### src/rtl/evt_irq_pkg.sv
package evt_irq_pkg;
  localparam int unsigned REG_W    = 32;
  localparam int unsigned ADDR_W   = 10;
  localparam int unsigned N_LINES  = 13;
  localparam logic [ADDR_W-1:0] OFF_EVENT = 10'h004;
  localparam logic [ADDR_W-1:0] OFF_MASK  = 10'h008;

  // Event bit feeding each output line, line 0 first.
  function automatic int unsigned line_src(input int unsigned n);
    case (n)
      0:  return 27;
      1:  return 26;
      2:  return 19;
      3:  return 20;
      4:  return 25;
      5:  return 24;
      6:  return 23;
      7:  return 21;
      8:  return 31;
      9:  return 28;
      10: return 22;
      11: return 29;
      default: return 30;
    endcase
  endfunction
endpackage

### src/rtl/evt_irq_regs.sv
module evt_irq_regs
  import evt_irq_pkg::*;
#(
  parameter int unsigned W  = REG_W,
  parameter int unsigned AW = ADDR_W
) (
  input  logic          clk_i,
  input  logic          rst_i,
  input  logic [W-1:0]  evt_set_i,
  input  logic          reg_wr_i,
  input  logic [AW-1:0] reg_addr_i,
  input  logic [W-1:0]  reg_wdata_i,
  output logic [W-1:0]  event_q_o,
  output logic [W-1:0]  mask_q_o
);
  logic          hit_evt, hit_msk;
  logic [W-1:0]  clr_vec;

  assign hit_evt = reg_wr_i && (reg_addr_i == AW'(OFF_EVENT));
  assign hit_msk = reg_wr_i && (reg_addr_i == AW'(OFF_MASK));
  assign clr_vec = hit_evt ? reg_wdata_i : '0;

  always_ff @(posedge clk_i) begin
    if (rst_i) begin
      event_q_o <= '0;
      mask_q_o  <= '0;
    end else begin
      // set has priority over clear
      event_q_o <= (event_q_o & ~clr_vec) | evt_set_i;
      if (hit_msk) mask_q_o <= reg_wdata_i;
    end
  end
endmodule

### src/rtl/evt_irq_lines.sv
module evt_irq_lines
  import evt_irq_pkg::*;
#(
  parameter int unsigned W = REG_W,
  parameter int unsigned L = N_LINES
) (
  input  logic         clk_i,
  input  logic         rst_i,
  input  logic [W-1:0] event_i,
  input  logic [W-1:0] mask_i,
  output logic [L-1:0] irq_o
);
  logic [W-1:0] active;
  assign active = event_i & mask_i;

  for (genvar n = 0; n < L; n++) begin : g_line
    localparam int unsigned SRC = line_src(n);
    always_ff @(posedge clk_i) begin
      if (rst_i) irq_o[n] <= 1'b0;
      else       irq_o[n] <= active[SRC];
    end
  end
endmodule

### src/rtl/evt_irq_fanout.sv
module evt_irq_fanout
  import evt_irq_pkg::*;
#(
  parameter int unsigned W  = REG_W,
  parameter int unsigned AW = ADDR_W,
  parameter int unsigned L  = N_LINES
) (
  input  logic          clk_i,
  input  logic          rst_i,
  input  logic [W-1:0]  evt_set_i,
  input  logic          reg_wr_i,
  input  logic [AW-1:0] reg_addr_i,
  input  logic [W-1:0]  reg_wdata_i,
  output logic [W-1:0]  reg_rdata_o,
  output logic [L-1:0]  irq_o
);
  logic [W-1:0] event_q, mask_q;

  evt_irq_regs #(.W(W), .AW(AW)) u_regs (
    .clk_i, .rst_i, .evt_set_i, .reg_wr_i, .reg_addr_i, .reg_wdata_i,
    .event_q_o(event_q), .mask_q_o(mask_q)
  );

  evt_irq_lines #(.W(W), .L(L)) u_lines (
    .clk_i, .rst_i, .event_i(event_q), .mask_i(mask_q), .irq_o
  );

  always_comb begin
    if (reg_addr_i == AW'(OFF_EVENT))     reg_rdata_o = event_q;
    else if (reg_addr_i == AW'(OFF_MASK)) reg_rdata_o = mask_q;
    else                                  reg_rdata_o = '0;
  end
endmodule

### config.mk
export PLATFORM = sky130hd
export DESIGN_NAME = evt_irq_fanout
export DESIGN_NICKNAME = d
export VERILOG_FILES = /design/src/rtl/evt_irq_pkg.sv /design/src/rtl/evt_irq_regs.sv /design/src/rtl/evt_irq_lines.sv /design/src/rtl/evt_irq_fanout.sv
export SDC_FILE = /design/constraint.sdc
export NUM_CORES = 1
export LEC_CHECK = 0
export ABC_AREA = 1
export BUFFER_PORTS_ARGS = -buffer_cell sky130_fd_sc_hd__buf_4
export CAP_MARGIN = 20
export CORE_ASPECT_RATIO = 0.7
export CORE_UTILIZATION = 30
export CTS_CLUSTER_SIZE = 24
export DETAILED_ROUTE_END_ITERATION = 8
export PLACE_DENSITY_LB_ADDON = 0.05
export SYNTH_ARGS = -nofsm -noshare
export SYNTH_HDL_FRONTEND = slang
export SYNTH_SLANG_ARGS = --single-unit
### constraint.sdc
create_clock -name clk_i -period 1.3 [get_ports clk_i]
set_input_delay 0.13 -clock clk_i [delete_from_list [all_inputs] [get_ports clk_i]]
set_output_delay 0.13 -clock clk_i [all_outputs]
set_load 0.05 [all_outputs]
==> results.yml, run 1 <==
clocking:
  cts_made_buffers: 9
  clock_path_buffers: 2
  root_buffer: "clkbuf_16"
  cts_tree: "done"
  clkTransAtPathRegs_ns: 0.06
  cts.sinks: 77
  ctsHtreeMaxLevel: 3
  clkLatencyLatePin_ns: 0.33
synthesis:
  post-synth-top-count-cell: "nand2_1"
  synthTopCellsByCount: "102 x nand2_1, 81 x inv_1, 77 x dfxtp_1, 66 x nor2_1"
  syn_nets: 570
  synth.cell_area_um2: 3390
  ys_warn_count: 0
  yosysUniqueCellTypes: 19
  synth_top_area_share_pct: 45.5
  async_flop_share_pct: 0
  synthFlopType: "dfxtp_1"
  netlist_top_cells_area: "dfxtp_1 45%, nand2_1 11%, inv_1 9.0%"
  avgSynthCellArea_um2: 6.87
  synth_seq_cells: 77
  synth_enable_flop_cells: 0
  yosys.area.top_type: "dfxtp_1"
  seq_area_frac_synth_pct: 45.5
  postSynthCellCount: 493
die:
  dieHeight_um: 90.9
  die-area_um2: 11700
  start_util_pct: 30.8
  row_count: 32
  die_w_um: 129
  ios: 122
  core_um2: 11000
routing:
  vias: 3634
  vias_per_cell: 4.60
  firstDrtPassIters: 4
  drc: 0
  final_antenna_net_count: 0
  wl_um: 11500
  drt-wirelength-per-cell_um: 14.6
  drt_iter0_markers: 115
status:
  status: "complete, but fails checks"
  violations: "setup timing"
final_layout:
  final_cell_area_um2: 5820
  layout.nets: 711
  utilization_pct: 52.9
  syn2layout_area_growth_pct: 71.8
  drive_above_1_share_pct: 37.4
  insertedDiodeCount: 0
placed_design:
  dpl_cell_area_um2: 4920
  place_congestion: 0.745
  post-dp-hpwl_um: 7150
  dpl_worst_slack_ns: -0.205
  io_buffers: 121
timing:
  report.final.slew_viol_count: 0
  finalSetupViolCount: 32
  worst_slew_pin_slew_ns: 0.267
  maxSlewHeadroom_pct: 82.2
  hold_violations: 0
  fmax_mhz: 694
  fin_ws_ns: -0.140
  post-route-period-util_pct: 111
  tns_ns: -3.86
  min_period_ns: 1.44
  fin_skew_ns: 0.00250
  grt_setup_unrepaired: "yes"
power:
  pwr_density_cell_nw_per_um2: 906
  leakagePower_uw: 0.00271
  ir_drop_uv: 612
  power_uw: 5270
setup_path:
  end_kind: "primary output"
  worst_ep_arrival_time_ns: 1.31
  critPathKind: "in -> out"
  worstSetupStartpointType: "input pin"
  critical_path_required_ns: 1.17
  crit_fanout: 7
global_route:
  antenna_found_initial: 0
  gr-total-overflow: 0
  grt_start_max_net_pins: 37
  first_global_vias: 3480
  track_usage_pct: 20.0
  grt_pass1_wl_um: 17800
run:
  cap_violations: 0
hold_path:
  hp-class: "in -> reg"
## cell usage in the layout (no fill, tap or decap), types with 3 or more instances in the layout
| cell | netlist | final |
|---|---|---|
| nand2_1 | 102 | 99 |
| nor2_4 | 1 | 5 |
| buf_6 | 3 | 42 |
| a21oi_1 | 32 | 32 |
| inv_2 | 2 | 3 |
| nor2_1 | 66 | 64 |
| dfxtp_1 | 77 | 77 |
| nor3_1 | 13 | 13 |
| o22ai_4 | 0 | 11 |
| buf_12 | 0 | 8 |
| clkbuf_16 | 0 | 12 |
| inv_1 | 81 | 80 |
| buf_4 | 0 | 104 |
| o21ai_4 | 0 | 18 |
| nand3_2 | 0 | 17 |
| nand3_4 | 1 | 3 |
| nand4_1 | 32 | 32 |
## repair_timing
| item | CTS | global route |
|---|---|---|
| hold buffers | 0 | 0 |
| pin swaps | 4 | 4 |
| gates cloned | 5 | 3 |
| setup endpoints to repair | 32 | 32 |
| setup buffers | 11 | 2 |
| gates resized for setup | 53 | 32 |
## cell type report
class                   count  area, µm²
clock buffers              12        256
flip-flops and latches     77       1540
multi-input cells         301       1910
repair buffers            162       1600
well taps                 153        191
inverters                  83        312
clock inverters             2       10.0
fillers                  1060       5190
## cells by family (layout without fill, tap and decap cells)
family / count (synthesis) / after routing / share of synthesized area [%]
AO/OA/AOI/OAI: 64 / 64 / 9.93
flip-flops: 77 / 77 / 45.5
buffers and inverters: 115 / 259 / 13.9
AND/OR/NAND/NOR: 237 / 237 / 30.7
## routing by layer
| metal | wire, µm | global-route usage, % |
|---|---|---|
| met1 | 5450 | 26.8 |
| met2 | 5180 | 31.4 |
| met3 | 776 | 5.51 |
| met4 | 112 | 5.20 |
| met5 | 0 | 0 |
## critical path, cell delays in order
cell and delay, ns:
buf_6 0.09, nor2_4 0.09, nand2_2 0.06, buf_6 0.11, nor2_4 0.20, nand2_4 0.11
buf_12 0.17, o22ai_4 0.16, buf_6 0.18
## flip-flops by register name, indices dropped and copies added (netlist names)
name              cells
u_regs.event_q_o     32
u_lines.irq_o        13
u_regs.mask_q_o      32
## worst paths after layout
check	from	to	slack [ns]	depth (start not counted)
min reg2reg	u_regs.event_q_o[22]	u_regs.event_q_o[22]	0.46	2
max	reg_addr_i[6]	reg_rdata_o[26]	-0.14	9
min	reg_wdata_i[12]	u_regs.mask_q_o[12]	0.03	3
max reg2reg	u_regs.mask_q_o[26]	u_lines.irq_o[1]	0.57	2
## report_power, final
| part | internal, µW | total (µW) | switching, µW |
|---|---|---|---|
| sequential | 2430 | 2480 | 43.6 |
| combinational | 251 | 500 | 249 |
| clock | 1370 | 2290 | 925 |
| total | 4050 | 5270 | 1220 |
## stage by stage
stage,cells,hold WS (ns)
CTS,787,0.0209
finish,790,0.0336
floorplan,493,0.264
global placement,757,0.362
detailed placement,757,0.371
global route,790,0.0251
(Power assumes the default switching activity.)
==> run 2, diff against run 1 <==
--- a/config.mk
+++ b/config.mk
@@ -5,7 +5,6 @@
 export SDC_FILE = /design/constraint.sdc
 export NUM_CORES = 1
 export LEC_CHECK = 0
-export ABC_AREA = 1
 export BUFFER_PORTS_ARGS = -buffer_cell sky130_fd_sc_hd__buf_4
 export CAP_MARGIN = 20
 export CORE_ASPECT_RATIO = 0.7
==> run 2 against run 1 <==
The run still ends with setup timing left. Critical path depth fell by 2. Register-to-register slack worse by 0.03 ns. Cell count shrank 11%. Sequential share of layout area down 0.25 points. Combinational power is 34% higher. Count of clock-buffer cells in the layout is the same. Clock power rose by 21%. Via count decreased by 13%. Non-clock buffer count grew 5. Largest cell class unchanged.
==> results.yml, run 2 <==
die:
  start_util_pct: 31.6
  ios: 122
  row_count: 32
  dieHeight_um: 93.5
  die-area_um2: 12400
  die_w_um: 133
  core_um2: 11300
timing:
  maxSlewHeadroom_pct: 77.9
  fmax_mhz: 758
  min_period_ns: 1.32
  holdWs_ns: 0.00967
  hold_violations: 0
  fin_skew_ns: 0.00784
  report.final.slew_viol_count: 0
  grt_setup_unrepaired: "yes"
  worst_slew_pin_slew_ns: 0.332
  post-route-period-util_pct: 101
  finalSetupViolCount: 12
  fin_ws_ns: -0.0189
routing:
  drt_iter0_markers: 109
  vias_per_cell: 4.50
  final_antenna_net_count: 0
  firstDrtPassIters: 4
  wl_um: 9420
  drc: 0
  vias: 3151
  drt-wirelength-per-cell_um: 13.4
synthesis:
  yosys.area.top_type: "dfxtp_1"
  synthFlopType: "dfxtp_1"
  synth_top_area_share_pct: 43.0
  synth.cell_area_um2: 3590
  netlist_top_cells_area: "dfxtp_1 43%, nand2b_1 11%, mux2i_1 8.9%"
  synthTopCellsByCount: "77 x dfxtp_1, 77 x nor2_1, 64 x nand2b_1, 45 x inv_1"
  postSynthCellCount: 394
  async_flop_share_pct: 0
  avgSynthCellArea_um2: 9.10
  ys_warn_count: 0
  synth_enable_flop_cells: 0
  yosysUniqueCellTypes: 17
  synth_seq_cells: 77
  syn_nets: 471
  seq_area_frac_synth_pct: 43.0
power:
  ir_drop_uv: 660
  leakagePower_uw: 0.00260
  pwr_density_cell_nw_per_um2: 1010
global_route:
  grt_pass1_wl_um: 15700
  grt_start_max_net_pins: 52
  first_global_vias: 3184
  antenna_found_initial: 0
  gr-total-overflow: 0
  track_usage_pct: 16.3
clocking:
  root_buffer: "clkbuf_16"
  clkLatencyLatePin_ns: 0.33
  clkTransAtPathRegs_ns: 0.05
  clock_path_buffers: 2
  cts.sinks: 77
  cts_tree: "done"
  cts_made_buffers: 9
  ctsHtreeMaxLevel: 3
setup_path:
  r2r-start: "u_regs.event_q_o[26]"
  crit_start: "reg_addr_i[9]"
  cpMostUsedCell: "buf_6"
  critical_path_required_ns: 1.17
  crit_buf_inv: 4
  crit_chain: "buf_6 > nor4_4 > buf_4 > nand2_4 > buf_12 > nor2_2 > buf_6"
  critPathKind: "in -> out"
  crit_family: "buffers and inverters"
  critical_path.endpoint: "reg_rdata_o[0]"
  cp_slowest_stage_delay_ns: 0.26
  cp.depth: 7
  r2r_cells: 2
  critPathSlowestCell: "nor4_4"
  crit_fanout: 13
  r2r_setup_slack_ns: 0.54
  worstSetupStartpointType: "input pin"
  worst_ep_arrival_time_ns: 1.19
  r2r_end: "u_regs.event_q_o[26]"
  end_kind: "primary output"
status:
  violations: "setup timing"
  status: "complete, but fails checks"
final_layout:
  final_cell_area_um2: 5880
  insertedDiodeCount: 0
  fillers: 1063
  layout.nets: 621
  utilization_pct: 51.9
  top_regs: "u_regs.event_q_o x32, u_regs.mask_q_o x32, u_lines.irq_o x13"
  finalNonFillerCells: 701
  multi_input_area_um2: 1990
  seq_area_um2: 1540
  mostFrequentLayoutCell: "buf_4"
  mostFrequentLayoutCells: "95 x buf_4, 77 x dfxtp_1, 64 x nand2b_1"
  drive_above_1_share_pct: 39.8
  syn2layout_area_growth_pct: 63.9
placed_design:
  place_inst: 661
  dpl_cell_area_um2: 5080
  post-dp-hpwl_um: 6620
  place_congestion: 0.706
  io_buffers: 121
run:
  cap_violations: 0
hold_path:
  hp-start: "reg_wdata_i[14]"
  hp-class: "in -> reg"
run 2: kinds of logic (layout without fill, tap and decap cells):
| group | count (synthesis) | count (layout) | synth area share (%) |
|---|---|---|---|
| AO/OA/AOI/OAI | 64 | 64 | 17.1 |
| multiplexers | 32 | 32 | 8.93 |
| AND/OR/NAND/NOR | 148 | 148 | 21.7 |
| flip-flops | 77 | 77 | 43.0 |
| buffers and inverters | 73 | 227 | 9.25 |
run 2: repair_timing:
action,in CTS,in global routing
setup endpoints to repair,31,32
gates resized for setup,36,20
hold endpoints to repair,23,0
hold buffers,23,0
buffers inserted,2,0
pin swaps,0,0
run 2: where the power goes:
part | switching [µW] | internal, µW | leakage (µW)
clock | 951 | 1830 | 0.000161
combinational | 288 | 383 | 0.00180
sequential | 44.7 | 2430 | 0.000631
total | 1280 | 4640 | 0.00260
run 2: worst min-delay path by stage:
stage	slack (ns)	cells past startpoint	to
6_report	0.01	2	u_regs.event_q_o[14]
5_1_grt	0.008	2	u_regs.event_q_o[14]
4_1_cts	0.0003	2	u_regs.event_q_o[10]
3_5_place_dp	0.34	2	u_regs.event_q_o[31]
3_3_place_gp	0.33	2	u_regs.event_q_o[22]
2_1_floorplan	0.24	1	u_regs.event_q_o[0]
run 2: stage by stage:
| stage | setup slack (ns) | power [µW] | TNS [ns] |
|---|---|---|---|
| 6_report | -0.0189 | 5930 | -0.0758 |
| 5_1_grt | -0.0767 | 6160 | -1.47 |
| 4_1_cts | -0.0333 | 6010 | -0.369 |
| 3_5_place_dp | -0.121 | 3140 | -5.31 |
| 3_3_place_gp | -0.0965 | 3120 | -4.81 |
| 2_1_floorplan | -0.138 | 2800 | -1.23 |
run 2: metal layers:
metal | part of all wire [%] | GRT usage [%] | wire length, µm | vias up
li1 | - | - | - | 1624
met1 | 46 | 19.9 | 4330 | 1439
met2 | 48 | 27.8 | 4540 | 79
met3 | 4.8 | 4.44 | 448 | 9
met4 | 1.0 | 5.17 | 97 | 0
met5 | 0 | 0 | 0 | -
run 2: cell type report:
class | count | share of cell area [%]
clock buffers | 12 | 4.54
clock inverters | 3 | 1.15
inverters | 45 | 2.87
multi-input cells | 244 | 33.9
flip-flops and latches | 77 | 26.2
well taps | 153 | 3.26
repair buffers | 167 | 28.0
